<file path="src/rtl/uc_pkg.sv">
package uc_pkg;
  localparam int N_SRC  = 2;
  localparam int N_UOP  = N_SRC + 1;
  localparam int CNT_W  = $clog2(N_UOP + 1);
  localparam int SLOT_W = $clog2(N_SRC);

  localparam logic [1:0] SK_REG   = 2'b00;
  localparam logic [1:0] SK_DEFER = 2'b01;

  localparam logic [1:0] UK_ALU   = 2'b00;
  localparam logic [1:0] UK_LOAD  = 2'b01;
  localparam logic [1:0] UK_FUSED = 2'b10;

  localparam logic [1:0] ST_NONE  = 2'b00;
  localparam logic [1:0] ST_EX    = 2'b01;
  localparam logic [1:0] ST_AGU   = 2'b10;
endpackage

</file>
<file path="src/rtl/uc_src_norm.sv">
module uc_src_norm
  import uc_pkg::*;
#(
  parameter int REG_W  = 5,
  parameter int DISP_W = 16
) (
  input  logic [1:0]        kind_i,
  input  logic [REG_W-1:0]  reg_i,
  input  logic [DISP_W-1:0] disp_i,
  output logic              is_mem_o,
  output logic [REG_W:0]    tag_o,
  output logic [DISP_W-1:0] disp_o
);
  assign is_mem_o = (kind_i != SK_REG);
  assign tag_o    = {1'b0, reg_i};
  // deferred form is displacement form with offset zero
  assign disp_o   = (kind_i == SK_DEFER) ? '0 : disp_i;
endmodule

</file>
<file path="src/rtl/uc_planner.sv">
module uc_planner
  import uc_pkg::*;
#(
  parameter int REG_W  = 5,
  parameter int DISP_W = 16
) (
  input  logic              lop_i,
  input  logic [REG_W-1:0]  dst_i,
  input  logic              is_mem_i [N_SRC],
  input  logic [REG_W:0]    base_i   [N_SRC],
  input  logic [DISP_W-1:0] disp_i   [N_SRC],
  output logic [1:0]        kind_o   [N_UOP],
  output logic [REG_W:0]    dst_o    [N_UOP],
  output logic [REG_W:0]    a_o      [N_UOP],
  output logic [REG_W:0]    b_o      [N_UOP],
  output logic [DISP_W-1:0] disp_o   [N_UOP],
  output logic [SLOT_W-1:0] slot_o   [N_UOP],
  output logic [1:0]        stage_o  [N_UOP],
  output logic [CNT_W-1:0]  cnt_o
);
  logic              fuse_v;
  logic [SLOT_W-1:0] fuse_idx;
  logic [REG_W:0]    tag [N_SRC];
  logic [CNT_W-1:0]  n;

  always_comb begin
    fuse_v   = 1'b0;
    fuse_idx = '0;
    if (lop_i) begin
      for (int s = 0; s < N_SRC; s++) begin
        if (is_mem_i[s]) begin
          fuse_v   = 1'b1;
          fuse_idx = SLOT_W'(s);
        end
      end
    end

    for (int u = 0; u < N_UOP; u++) begin
      kind_o[u]  = UK_ALU;
      dst_o[u]   = '0;
      a_o[u]     = '0;
      b_o[u]     = '0;
      disp_o[u]  = '0;
      slot_o[u]  = '0;
      stage_o[u] = ST_NONE;
    end

    n = '0;
    for (int s = 0; s < N_SRC; s++) begin
      tag[s] = base_i[s];
      if (is_mem_i[s] && !(fuse_v && fuse_idx == SLOT_W'(s))) begin
        kind_o[n]  = UK_LOAD;
        dst_o[n]   = {1'b1, REG_W'(n)};  // temp index = loads so far
        a_o[n]     = base_i[s];
        disp_o[n]  = disp_i[s];
        stage_o[n] = ST_EX;
        tag[s]     = {1'b1, REG_W'(n)};
        n          = n + CNT_W'(1);
      end
    end

    kind_o[n]  = fuse_v ? UK_FUSED : UK_ALU;
    dst_o[n]   = {1'b0, dst_i};
    a_o[n]     = tag[0];
    b_o[n]     = tag[1];
    disp_o[n]  = fuse_v ? disp_i[fuse_idx] : '0;
    slot_o[n]  = fuse_v ? fuse_idx : '0;
    stage_o[n] = fuse_v ? ST_AGU : ST_NONE;
    cnt_o      = n + CNT_W'(1);
  end
endmodule

</file>
<file path="src/rtl/uc_sequencer.sv">
module uc_sequencer
  import uc_pkg::*;
(
  input  logic             clk_i,
  input  logic             rst_ni,
  input  logic             in_valid_i,
  output logic             in_ready_o,
  input  logic             out_ready_i,
  input  logic [CNT_W-1:0] cnt_i,
  output logic             out_valid_o,
  output logic [CNT_W-1:0] idx_o,
  output logic             last_o,
  output logic             accept_o
);
  logic             busy_q;
  logic [CNT_W-1:0] idx_q;

  assign in_ready_o  = !busy_q;
  assign out_valid_o = busy_q;
  assign accept_o    = in_valid_i && !busy_q;
  assign idx_o       = idx_q;
  assign last_o      = (idx_q == cnt_i - CNT_W'(1));

  always_ff @(posedge clk_i or negedge rst_ni) begin
    if (!rst_ni) begin
      busy_q <= 1'b0;
      idx_q  <= '0;
    end else if (accept_o) begin
      busy_q <= 1'b1;
      idx_q  <= '0;
    end else if (busy_q && out_ready_i) begin
      if (last_o) begin
        busy_q <= 1'b0;
        idx_q  <= '0;
      end else begin
        idx_q  <= idx_q + CNT_W'(1);
      end
    end
  end

  assert_busy_blocks_input_R2: assert property (@(posedge clk_i) disable iff (!rst_ni)
    out_valid_o |-> !in_ready_o);

  assert_stall_holds_index_R3: assert property (@(posedge clk_i) disable iff (!rst_ni)
    out_valid_o && !out_ready_i |=> out_valid_o && $stable(idx_q));

  assert_sequence_continues_R10: assert property (@(posedge clk_i) disable iff (!rst_ni)
    out_valid_o && out_ready_i && !last_o |=> out_valid_o && idx_q == $past(idx_q) + CNT_W'(1));

  assert_index_in_range_R10: assert property (@(posedge clk_i) disable iff (!rst_ni)
    out_valid_o |-> idx_q < cnt_i);
endmodule

</file>
<file path="src/rtl/uop_cracker.sv">
module uop_cracker
  import uc_pkg::*;
#(
  parameter int OP_W   = 4,
  parameter int REG_W  = 5,
  parameter int DISP_W = 16,
  parameter int TMP_N  = 2
) (
  input  logic                clk_i,
  input  logic                rst_ni,
  input  logic                lop_mode_i,
  input  logic                in_valid_i,
  output logic                in_ready_o,
  input  logic [OP_W-1:0]     in_op_i,
  input  logic [REG_W-1:0]    in_dst_i,
  input  logic [1:0]          in_s0_kind_i,
  input  logic [REG_W-1:0]    in_s0_reg_i,
  input  logic [DISP_W-1:0]   in_s0_disp_i,
  input  logic [1:0]          in_s1_kind_i,
  input  logic [REG_W-1:0]    in_s1_reg_i,
  input  logic [DISP_W-1:0]   in_s1_disp_i,
  output logic                out_valid_o,
  input  logic                out_ready_i,
  output logic [1:0]          out_kind_o,
  output logic [OP_W-1:0]     out_op_o,
  output logic [REG_W:0]      out_dst_o,
  output logic [REG_W:0]      out_a_o,
  output logic [REG_W:0]      out_b_o,
  output logic [DISP_W-1:0]   out_disp_o,
  output logic [SLOT_W-1:0]   out_mem_slot_o,
  output logic [1:0]          out_stage_o,
  output logic                out_last_o
);
  logic [1:0]        kind_in [N_SRC];
  logic [REG_W-1:0]  reg_in  [N_SRC];
  logic [DISP_W-1:0] disp_in [N_SRC];

  assign kind_in[0] = in_s0_kind_i;
  assign kind_in[1] = in_s1_kind_i;
  assign reg_in[0]  = in_s0_reg_i;
  assign reg_in[1]  = in_s1_reg_i;
  assign disp_in[0] = in_s0_disp_i;
  assign disp_in[1] = in_s1_disp_i;

  logic              accept;
  logic              lop_q;
  logic [OP_W-1:0]   op_q;
  logic [REG_W-1:0]  dst_q;
  logic [1:0]        kind_q [N_SRC];
  logic [REG_W-1:0]  reg_q  [N_SRC];
  logic [DISP_W-1:0] disp_q [N_SRC];

  always_ff @(posedge clk_i or negedge rst_ni) begin
    if (!rst_ni) begin
      lop_q <= 1'b0;
      op_q  <= '0;
      dst_q <= '0;
      for (int s = 0; s < N_SRC; s++) begin
        kind_q[s] <= SK_REG;
        reg_q[s]  <= '0;
        disp_q[s] <= '0;
      end
    end else if (accept) begin
      lop_q <= lop_mode_i;
      op_q  <= in_op_i;
      dst_q <= in_dst_i;
      for (int s = 0; s < N_SRC; s++) begin
        kind_q[s] <= kind_in[s];
        reg_q[s]  <= reg_in[s];
        disp_q[s] <= disp_in[s];
      end
    end
  end

  logic              is_mem [N_SRC];
  logic [REG_W:0]    base   [N_SRC];
  logic [DISP_W-1:0] edisp  [N_SRC];

  for (genvar s = 0; s < N_SRC; s++) begin : g_src
    uc_src_norm #(.REG_W(REG_W), .DISP_W(DISP_W)) u_norm (
      .kind_i  (kind_q[s]),
      .reg_i   (reg_q[s]),
      .disp_i  (disp_q[s]),
      .is_mem_o(is_mem[s]),
      .tag_o   (base[s]),
      .disp_o  (edisp[s])
    );
  end

  logic [1:0]        p_kind  [N_UOP];
  logic [REG_W:0]    p_dst   [N_UOP];
  logic [REG_W:0]    p_a     [N_UOP];
  logic [REG_W:0]    p_b     [N_UOP];
  logic [DISP_W-1:0] p_disp  [N_UOP];
  logic [SLOT_W-1:0] p_slot  [N_UOP];
  logic [1:0]        p_stage [N_UOP];
  logic [CNT_W-1:0]  cnt;
  logic [CNT_W-1:0]  idx;

  uc_planner #(.REG_W(REG_W), .DISP_W(DISP_W)) u_plan (
    .lop_i   (lop_q),
    .dst_i   (dst_q),
    .is_mem_i(is_mem),
    .base_i  (base),
    .disp_i  (edisp),
    .kind_o  (p_kind),
    .dst_o   (p_dst),
    .a_o     (p_a),
    .b_o     (p_b),
    .disp_o  (p_disp),
    .slot_o  (p_slot),
    .stage_o (p_stage),
    .cnt_o   (cnt)
  );

  uc_sequencer u_seq (
    .clk_i      (clk_i),
    .rst_ni     (rst_ni),
    .in_valid_i (in_valid_i),
    .in_ready_o (in_ready_o),
    .out_ready_i(out_ready_i),
    .cnt_i      (cnt),
    .out_valid_o(out_valid_o),
    .idx_o      (idx),
    .last_o     (out_last_o),
    .accept_o   (accept)
  );

  assign out_kind_o     = p_kind[idx];
  assign out_op_o       = op_q;
  assign out_dst_o      = p_dst[idx];
  assign out_a_o        = p_a[idx];
  assign out_b_o        = p_b[idx];
  assign out_disp_o     = p_disp[idx];
  assign out_mem_slot_o = p_slot[idx];
  assign out_stage_o    = p_stage[idx];

  assert_mode_held_R9: assert property (@(posedge clk_i) disable iff (!rst_ni)
    out_valid_o |=> $stable(lop_q));

  assert_uop_held_R3: assert property (@(posedge clk_i) disable iff (!rst_ni)
    out_valid_o && !out_ready_i |=> $stable(out_kind_o) && $stable(out_dst_o)
      && $stable(out_a_o) && $stable(out_b_o) && $stable(out_disp_o));

  assert_load_form_R5: assert property (@(posedge clk_i) disable iff (!rst_ni)
    out_valid_o && out_kind_o == UK_LOAD |-> out_stage_o == ST_EX && !out_last_o
      && out_dst_o[REG_W] && !out_a_o[REG_W]);

  assert_temp_in_pool_R11: assert property (@(posedge clk_i) disable iff (!rst_ni)
    out_valid_o && out_kind_o == UK_LOAD |-> int'(out_dst_o[REG_W-1:0]) < TMP_N);

  assert_alu_final_R6: assert property (@(posedge clk_i) disable iff (!rst_ni)
    out_valid_o && out_kind_o == UK_ALU |-> out_last_o && out_stage_o == ST_NONE
      && !out_dst_o[REG_W]);

  assert_fused_agu_R7: assert property (@(posedge clk_i) disable iff (!rst_ni)
    out_valid_o && out_kind_o == UK_FUSED |-> lop_q && out_last_o && out_stage_o == ST_AGU);
endmodule

</file>
<file path="config.mk">
export PLATFORM = sky130hd
export DESIGN_NAME = uop_cracker
export DESIGN_NICKNAME = d
export VERILOG_FILES = /design/src/rtl/uc_pkg.sv /design/src/rtl/uc_src_norm.sv /design/src/rtl/uc_planner.sv /design/src/rtl/uc_sequencer.sv /design/src/rtl/uop_cracker.sv
export SDC_FILE = /design/constraint.sdc
export NUM_CORES = 1
export LEC_CHECK = 0
export CORE_ASPECT_RATIO = 0.5
export CORE_UTILIZATION = 32
export DETAILED_ROUTE_END_ITERATION = 16
export DONT_BUFFER_PORTS = 1
export SKIP_LAST_GASP = 1
export SLEW_MARGIN = 25
export SYNTH_ARGS = -nofsm -noshare
export SYNTH_HDL_FRONTEND = slang
export SYNTH_HIERARCHICAL = 1
export SYNTH_SLANG_ARGS = --single-unit
</file>
<file path="constraint.sdc">
create_clock -name clk_i -period 3.15 [get_ports clk_i]
set_clock_uncertainty 0.1 [all_clocks]
set_input_delay 0.7875 -clock clk_i [delete_from_list [all_inputs] [get_ports clk_i]]
set_output_delay 0.7875 -clock clk_i [all_outputs]
set_load 0.01 [all_outputs]
</file>
==> summary.md, run 1 <==
| Metric | Value |
|---|---|
| Crit path required time | 2.26 ns |
| Post-Route WL | 11700 um |
| Post-Synth Simple-Gate Area | 12.7% |
| Die H | 89.2 um |
| # DRC | 0 |
| Kind of critical path | reg -> out |
| Clk slew on worst S/H paths | 0.06 ns |
| Post-synthesis mux area share | 22.8% |
| Psw | 0.00311 W |
| Largest net degree at the start of global routing | 60 |
| Synth Area in Adders | 0.257% |
| Max FO, Critical Path | 8 |
| CTS sink count | 59 |
| IO Pins | 106 |
| Post-synthesis compound-gate area fraction | 18.9% |
| CTS root buf | clkbuf_16 |
| Starting Density | 33.2% |
| Startpoint Class | flip-flop |
| Max-slew violation count | 0 |
| Switching power share of the total | 44.5% |
| Fraction of met2 tracks used by global routing | 24.1% |
| Met3 GRT Util | 6.68% |
| Gpl congestion | 0.774 |
| Rows | 31 |
| Via/cell ratio | 5.08 |
| Fin nets | 500 |
| Post-Syn Area | 0.00487 mm2 |
| Clock Power Share | 13.0% |
| Mapped Cells | 459 |
| RSZ-0062 raised after global routing | yes |
| Worst Reg-to-Reg Cells | 10 |
| Initial antenna violation count | 2 |
| Top cells by area, synth | dfrtp_1 (30%), mux2_2 (14%), a22o_1 (9.5%) |
| Largest family of logic cells by synthesized area | multiplexers |
| Avg Inst Size Synth | 10.6 um2 |
| Vias | 3260 |
| GRT Max-Usage Layer | met2 |
| DRT Pass-1 Iters | 4 |
| IO buf count | 0 |
| ANT nets after route | 0 |
| Cell Chain, Critical Path | or2_4, buf_6, nor2b_4, inv_4, ha_4, and3b_2, a22o_1, a22o_1, o2bb2ai_4 |
| Crit path capture type | primary output |
| Layout cells sized above 1 | 39.5% |
| Synth-to-Final Area Change | 8.74% |
| Slew HR | 58.9% |
| Max VDD drop | 0.000536 V |
| CTS tree | done |
| Final min period | 3.22 ns |
| Overall routing resource usage | 15.0% |
| Sequential share of power | 20.7% |
| Xor and xnor area share after synthesis | 0.334% |
| Die area | 0.0157 mm2 |
| Area leader, netlist | dfrtp_1 |
| HP Class | in -> async |
| Total Negative Setup Slacks | -0.407 ns |
| Max incr delay on CP | 0.38 ns |
| Routed len/inst | 18.3 um |
| Max-cap viol count | 0 |
| RR Startpoint | kind_q[0] |
| Crit share post-route | 102% |
| Critical path's most frequent cell | a22o_1 |
| Worst-Skew Late Latency | 0.34 ns |
| Outcome | complete, but fails checks |
| Clock Tree Buf Depth | 2 |
| Lkg Pwr | 2.22 nW |
| Failing checks | negative setup slack |
| Top-area cell type share of the netlist area | 30.3% |
| Slowest-stage cell, CP | dfrtp_1 |
| Post-DP HPWL | 8010 um |
| First-pass GRT wire length | 18000 um |
| Ys Warns | 6 |
| Worst Path Arrival | 2.33 ns |
| Cts bufs inserted | 9 |
| Final Worst Setup Slack | -0.0702 ns |
| Int Power | 0.00388 W |
| Die width | 176 um |
| Top delay family on crit path | simple AND/OR/NAND/NOR gates |
| Reg2reg end | u_seq/idx_o[1] |
| Worst Path Buf+Inv | 2 |
| Area of the core | 0.0147 mm2 |
| Met1 global-route usage | 18.7% |
| Grt ovf | 0 |
| Fmax | 311 MHz |
| Slew @ Worst Pin | 0.616 ns |
| DRT iter0 DRCs | 171 |
| Flop2flop setup slack | 0.97 ns |
| CTS H-Tree Depth | 3 |
| Endpoints failing setup | 9 |
| Sequential-to-total area share from yosys stat | 30.3% |
| Hold WS | 0.0401 ns |
| Synth Register Bits | 59 |
| P per Cell Area | 1320 mW/mm2 |
| Number of global-route vias before repair | 3204 |
| Cell variety after synth | 42 |
| Combinational Power Share | 66.4% |
| Final hold violation count | 0 |
synthesized netlist by cell type:
library cell   n
buf_2         14
buf_4         56
and2b_1        1
nand2b_4       2
and3_1        24
buf_6         10
o311ai_0       1
nor2b_1        2
or2_1          2
nor2_1         3
a2111oi_0      1
a21boi_0       1
nor3b_2        1
o211a_1        1
nor2b_4        2
mux2i_1       42
a21oi_1        3
ha_1           1
and2_1         1
o211ai_1       1
nand2b_1       4
dfrtp_1       59
a32o_1         1
clkbuf_1       7
buf_12         2
and3b_1        1
inv_1          9
xor2_2         1
a22o_1        53
a31oi_1        1
o2111ai_1      1
o21a_1         2
a21o_2         1
and2_2        12
o2bb2ai_1     39
nand2_2        1
and2_4        20
nand3b_1       1
a211o_1        1
mux2_2        61
nand2_1       10
conb_1         3
cells in the final DEF (no fill, tap or decap), types with 5 or more instances in the layout:
master	count
and2_2	12
o2bb2ai_1	22
a22o_1	53
buf_4	23
mux2i_1	42
clkbuf_16	9
conb_1	33
clkinvlp_4	5
inv_1	6
nand2_1	8
and2_4	20
dfrtp_1	57
mux2_2	61
o2bb2ai_2	14
and3_1	23
state kept, by name, indices dropped and copies added, names as in the netlist:
name / count
disp_q: 32
lop_q: 1
dst_q: 5
out_op_o: 4
reg_q: 10
kind_q: 4
u_seq/idx_o: 2
u_seq/out_valid_o: 1
timing repair:
item,4_1_cts,5_1_grt
setup endpoints to repair,27,29
hold buffers,0,0
buffers inserted,1,0
pin swaps,3,3
cloned,1,0
gates resized for setup,25,5
worst max-delay path by stage:
stage	slack (ns)	end	start	cells after the start
detailed placement	-0.01	out_disp_o[5]	kind_q[1]	8
global route	-0.14	out_disp_o[9]	kind_q[1]	9
global placement	0.03	out_disp_o[4]	kind_q[1]	8
finish	-0.07	out_disp_o[8]	kind_q[0]	9
floorplan	-0.0001	out_disp_o[12]	kind_q[0]	13
CTS	-0.07	out_disp_o[4]	kind_q[0]	9
cells by family (layout without fill, tap and decap cells):
group	after synthesis	in the layout
other	3	34
multiplexers	103	103
flip-flops	59	59
adder cells (fa/ha/maj)	1	1
AO/OA/AOI/OAI	107	107
AND/OR/NAND/NOR	87	88
XOR/XNOR	1	1
buffers and inverters	98	51
layer usage:
layer | vias up | share of wire [%]
li1 | 1571 | -
met5 | - | 0
met2 | 61 | 46
met1 | 1621 | 45
met4 | 0 | 0.81
met3 | 7 | 8.3
per-stage QoR:
step	worst slack, ns	total power [W]	utilization, %	std cells	cell area (um2)
final	-0.0702	0.00699	36.1	642	5290
after global routing	-0.145	0.00750	36.1	641	5290
after CTS	-0.0703	0.00698	35.9	641	5260
after detailed placement	-0.0140	0.00578	33.1	624	4850
after global placement	0.0296	0.00569	33.1	624	4850
after floorplan	-0.000107	0.00513	-	489	5060
area by class of cell:
cell class	count	area, um2
multi-input cells	333	3030
diodes	1	2.50
well taps	198	248
clock buffers	9	225
clock inverters	6	43.8
repair buffers	27	226
flip-flops and latches	59	1480
fillers	1472	9370
inverters	9	40.0
power by group through the flow:
stage          logic [W]  clock network, W  registers (W)
3_3_place_gp     0.00425                 0        0.00144
4_1_cts          0.00460          0.000931        0.00145
3_5_place_dp     0.00431                 0        0.00147
2_1_floorplan    0.00380                 0        0.00133
6_report         0.00464          0.000907        0.00145
5_1_grt          0.00501          0.000971        0.00152
Power figures use the tool's default switching activity.
==> inputs of run 2 (changes only) <==
--- a/config.mk
+++ b/config.mk
@@ -5,7 +5,7 @@
 export SDC_FILE = /design/constraint.sdc
 export NUM_CORES = 1
 export LEC_CHECK = 0
-export CORE_ASPECT_RATIO = 0.5
+export CORE_ASPECT_RATIO = 1.1
 export CORE_UTILIZATION = 32
 export DETAILED_ROUTE_END_ITERATION = 16
 export DONT_BUFFER_PORTS = 1
@@ -13,5 +13,4 @@
 export SLEW_MARGIN = 25
 export SYNTH_ARGS = -nofsm -noshare
 export SYNTH_HDL_FRONTEND = slang
-export SYNTH_HIERARCHICAL = 1
 export SYNTH_SLANG_ARGS = --single-unit
==> run 2 against run 1 <==
The run now ends clean; worst hold slack improved by 0.021 ns; total power decreased by 16%; first-iteration DRC count decreased by 30%; setup slack improved by 0.11 ns; cell count decreased by 17%; count of clock-buffer cells in the layout increased by 2; area after synthesis decreased by 29%; synthesized cell count decreased by 19%; fmax increased by 3.7%.
==> summary.md, run 2 <==
| Metric | Value |
|---|---|
| Outcome | completed |
| Fin nets | 450 (-10%) |
| RSZ-0062 raised after global routing | yes |
| Post-Syn Area | 0.00347 mm2 (-29%) |
| Crit path capture type | primary output |
| Final hold violation count | 0 (unchanged) |
| First-pass GRT wire length | 15200 um (-16%) |
| Worst Path Arrival | 2.22 ns (-0.11 ns) |
| Slew @ Worst Pin | 0.563 ns (-0.0528 ns) |
| HP Class | in -> async |
| Placement Setup Slack | 0.122 ns (+0.136 ns) |
| Starting Density | 33.2% (about the same) |
| Die H | 111 um (+25%) |
| Initial antenna violation count | 0 (-2) |
| Synth top cells by count | dfrtp_1 (59), o21ai_0 (51), mux2_2 (38) |
| Avg Inst Size Synth | 9.35 um2 (-12%) |
| Psw | 0.00254 W (-18%) |
| Flop2flop setup slack | 1.00 ns (+0.03 ns) |
| Area of the core | 0.0104 mm2 (-29%) |
| Via/cell ratio | 5.44 (+7.2%) |
| Kind of critical path | reg -> out |
| Grt ovf | 0 (unchanged) |
| Sequential-to-total area share from yosys stat | 42.6% (+12 points) |
| Overall routing resource usage | 17.4% (+2.4 points) |
| Cell Chain, Critical Path | nor3b_2, or2_4, ha_4, a22oi_4, buf_6, o21a_1, nor3_2, buf_4 |
| Clk slew on worst S/H paths | 0.05 ns (about the same) |
| Top_reg_cell synth | dfrtp_1 |
| Met2 wire length | 4720 um (-12%) |
| Post-synthesis mux area share | 12.6% (-10 points) |
| Cell variety after synth | 45 (+7.1%) |
| Lkg Pwr | 1.74 nW (-22%) |
| Sequential share of power | 25.1% (+4.4 points) |
| Slew HR | 62.5% (+3.5 points) |
| Max Used Layer | met4 |
| ANT nets after route | 0 (unchanged) |
| Int Power | 0.00334 W (-14%) |
| Cts bufs inserted | 9 (unchanged) |
| IO buf count | 0 (unchanged) |
| Fill cell count | 1083 (-26%) |
| Startpoint Class | flip-flop |
| Xor and xnor area share after synthesis | 0.758% (+0.42 points) |
| Die width | 101 um (-43%) |
| Mapped Cells | 371 (-19%) |
| DRT iter0 DRCs | 120 (-30%) |
| Crit path required time | 2.26 ns (about the same) |
| Met1 WL | 3940 um (-26%) |
| CTS sink count | 59 (unchanged) |
| Max-cap viol count | 0 (unchanged) |
| # DRC | 0 (unchanged) |
| Crit share post-route | 98.6% (-3.6 points) |
| P per Cell Area | 1400 mW/mm2 (+6.2%) |
| Final Worst Setup Slack | 0.0439 ns (+0.114 ns) |
| Biggest registers after layout | disp_q (32), reg_q (10), dst_q (5) |
| DRT Pass-1 Iters | 4 (unchanged) |
| Worst Reg-to-Reg Cells | 9 (-1) |
| Net Count, Synth | 432 |
| Vias | 2911 (-11%) |
| Worst Path Buf+Inv | 2 (unchanged) |
| Gpl congestion | 0.811 (+4.9%) |
| Max reg flops | 32 (unchanged) |
| Most frequent cells in the layout | dfrtp_1 (57), o21ai_0 (51), buf_4 (39) |
| Antenna diodes | 0 (-1) |
| Synth Register Bits | 59 (unchanged) |
| Dpl cells | 514 (-18%) |
| Area leader, netlist | dfrtp_1 |
| Endpoints failing setup | 0 (-9) |
| Switching power share of the total | 43.2% (-1.3 points) |
| Ys Warns | 0 (-6) |
| Most common cell after layout, fill and taps aside | dfrtp_1 |
| Clock Tree Buf Depth | 2 (unchanged) |
| IO Pins | 106 (unchanged) |
| Most frequent cell after synthesis | dfrtp_1 |
| Top delay family on crit path | simple AND/OR/NAND/NOR gates |
| Post-DP HPWL | 6190 um (-23%) |
| Routed len/inst | 17.7 um (-3.5%) |
| CP Depth | 8 (-1) |
| CTS H-Tree Depth | 3 (unchanged) |
| Final min period | 3.11 ns (-0.114 ns) |
| Met3 routed WL | 570 um (-41%) |
| Post-layout util | 40.2% (+4.1 points) |
| Top-area cell type share of the netlist area | 42.6% (+12 points) |
| CTS tree | done |
| Largest net degree at the start of global routing | 60 (unchanged) |
| Reg2reg end | u_seq.idx_o[1] |
| Largest family of logic cells by synthesized area | compound AO/OA/AOI/OAI gates |
| Max VDD drop | 0.000428 V (-20%) |
| Worst-Skew Late Latency | 0.32 ns (-0.02 ns) |
| Max-slew violation count | 0 (unchanged) |
| Number of global-route vias before repair | 2973 (-7.2%) |
| Max FO, Critical Path | 7 (-1) |
| Finished Layout Cells | 535 (-17%) |
| Number of synthesized flops with an enable pin | 0 (unchanged) |
| Combinational Power Share | 58.8% (-7.6 points) |
| Max incr delay on CP | 0.40 ns (+0.02 ns) |
| Slowest-stage cell, CP | dfrtp_1 |
| Top cells by area, synth | dfrtp_1 (43%), mux2_2 (12%), o21ai_0 (7.4%) |
| Fmax | 322 MHz (+3.7%) |
| Overall Power | 0.00588 W (-16%) |
| Layout cells sized above 1 | 32.9% (-6.6 points) |
| Rows | 39 (+26%) |
| Total Negative Setup Slacks | 0 ns (+0.407 ns) |
| Clock Power Share | 16.1% (+3.1 points) |
| CTS root buf | clkbuf_16 |
| Most flops, register | disp_q |
| Synth-to-Final Area Change | 20.9% |
| Post-synthesis compound-gate area fraction | 23.9% (+5.0 points) |
| Die area | 0.0113 mm2 (-28%) |
| Post-Route WL | 9450 um (-20%) |
| Synth Area in Adders | 0.361% (+0.10 points) |
| RR Startpoint | kind_q[0] |
| Post-Synth Simple-Gate Area | 11.7% (-1.0 points) |
| Asr flop ratio synth | 100% (unchanged) |
## run 2: cell count changes after synthesis, moves of 24 or more
cell / delta
o21ai_0: +51
a22o_1: -49
o2bb2ai_1: -38
and3_1: -24
mux2i_1: -41
buf_4: -52
## run 2: area by class of cell
type,instances,area (um2),share of cell area (%)
flip-flops and latches,59,1480,35.3
well taps,143,179,4.27
multi-input cells,254,1830,43.7
repair buffers,43,338,8.05
clock buffers,11,243,5.79
inverters,22,82.6,1.97
clock inverters,3,40.0,0.955
## run 2: power by group through the flow
stage,clock (W),combinational [W],sequential [W]
final,0.000946,0.00346,0.00148
after global routing,0.00100,0.00378,0.00155
after CTS,0.000970,0.00326,0.00147
after detailed placement,0,0.00306,0.00147
after global placement,0,0.00301,0.00146
after floorplan,0,0.00234,0.00134
## run 2: how the worst max path moves through the flow
| stage | slack [ns] | startpoint | endpoint |
|---|---|---|---|
| floorplan | 0.19 | lop_q | out_a_o[1] |
| global placement | 0.17 | lop_q | out_disp_o[15] |
| detailed placement | 0.12 | lop_q | out_disp_o[0] |
| CTS | -0.03 | lop_q | out_disp_o[0] |
| global route | -0.02 | lop_q | out_disp_o[3] |
| finish | 0.04 | lop_q | out_disp_o[1] |
## run 2: cell families after synthesis
family                     after synthesis
DFF                                     59
buffers and inverters                   58
adders and majority gates                1
muxes                                   39
and+or+nand+nor                         80
xor gates and xnor gates                 3
AOI/OAI and AO/OA                      131
## run 2: routing by layer
layer | track usage, % | vias up
met4 | 7.54 | 0
met1 | 21.5 | 1449
met5 | 0 | -
li1 | - | 1349
met2 | 28.4 | 97
met3 | 4.41 | 16
## run 2: stage by stage
step                      hold WS (ns)  instance area [um2]
after floorplan                  0.373                 3470
after global placement           0.382                 3730
after detailed placement         0.388                 3730
after CTS                       0.0470                 4090
after global routing            0.0445                 4190
final                           0.0615                 4190
## run 2: worst reg2reg max path, delay by kind of cell (launching register included)
kind,cells,cell delay [ns]
AO/OA/AOI/OAI,3,0.52
adder cells (fa/ha/maj),1,0.24
buffers and inverters,3,0.42
flip-flops,1,0.45
AND/OR/NAND/NOR,2,0.29
## run 2: repair_timing
action	in CTS	in global routing
hold buffers	0	0
resized for setup	10	22
cloned	0	1
pin swaps	4	9
setup buffers	5	1
setup endpoints to repair	25	35
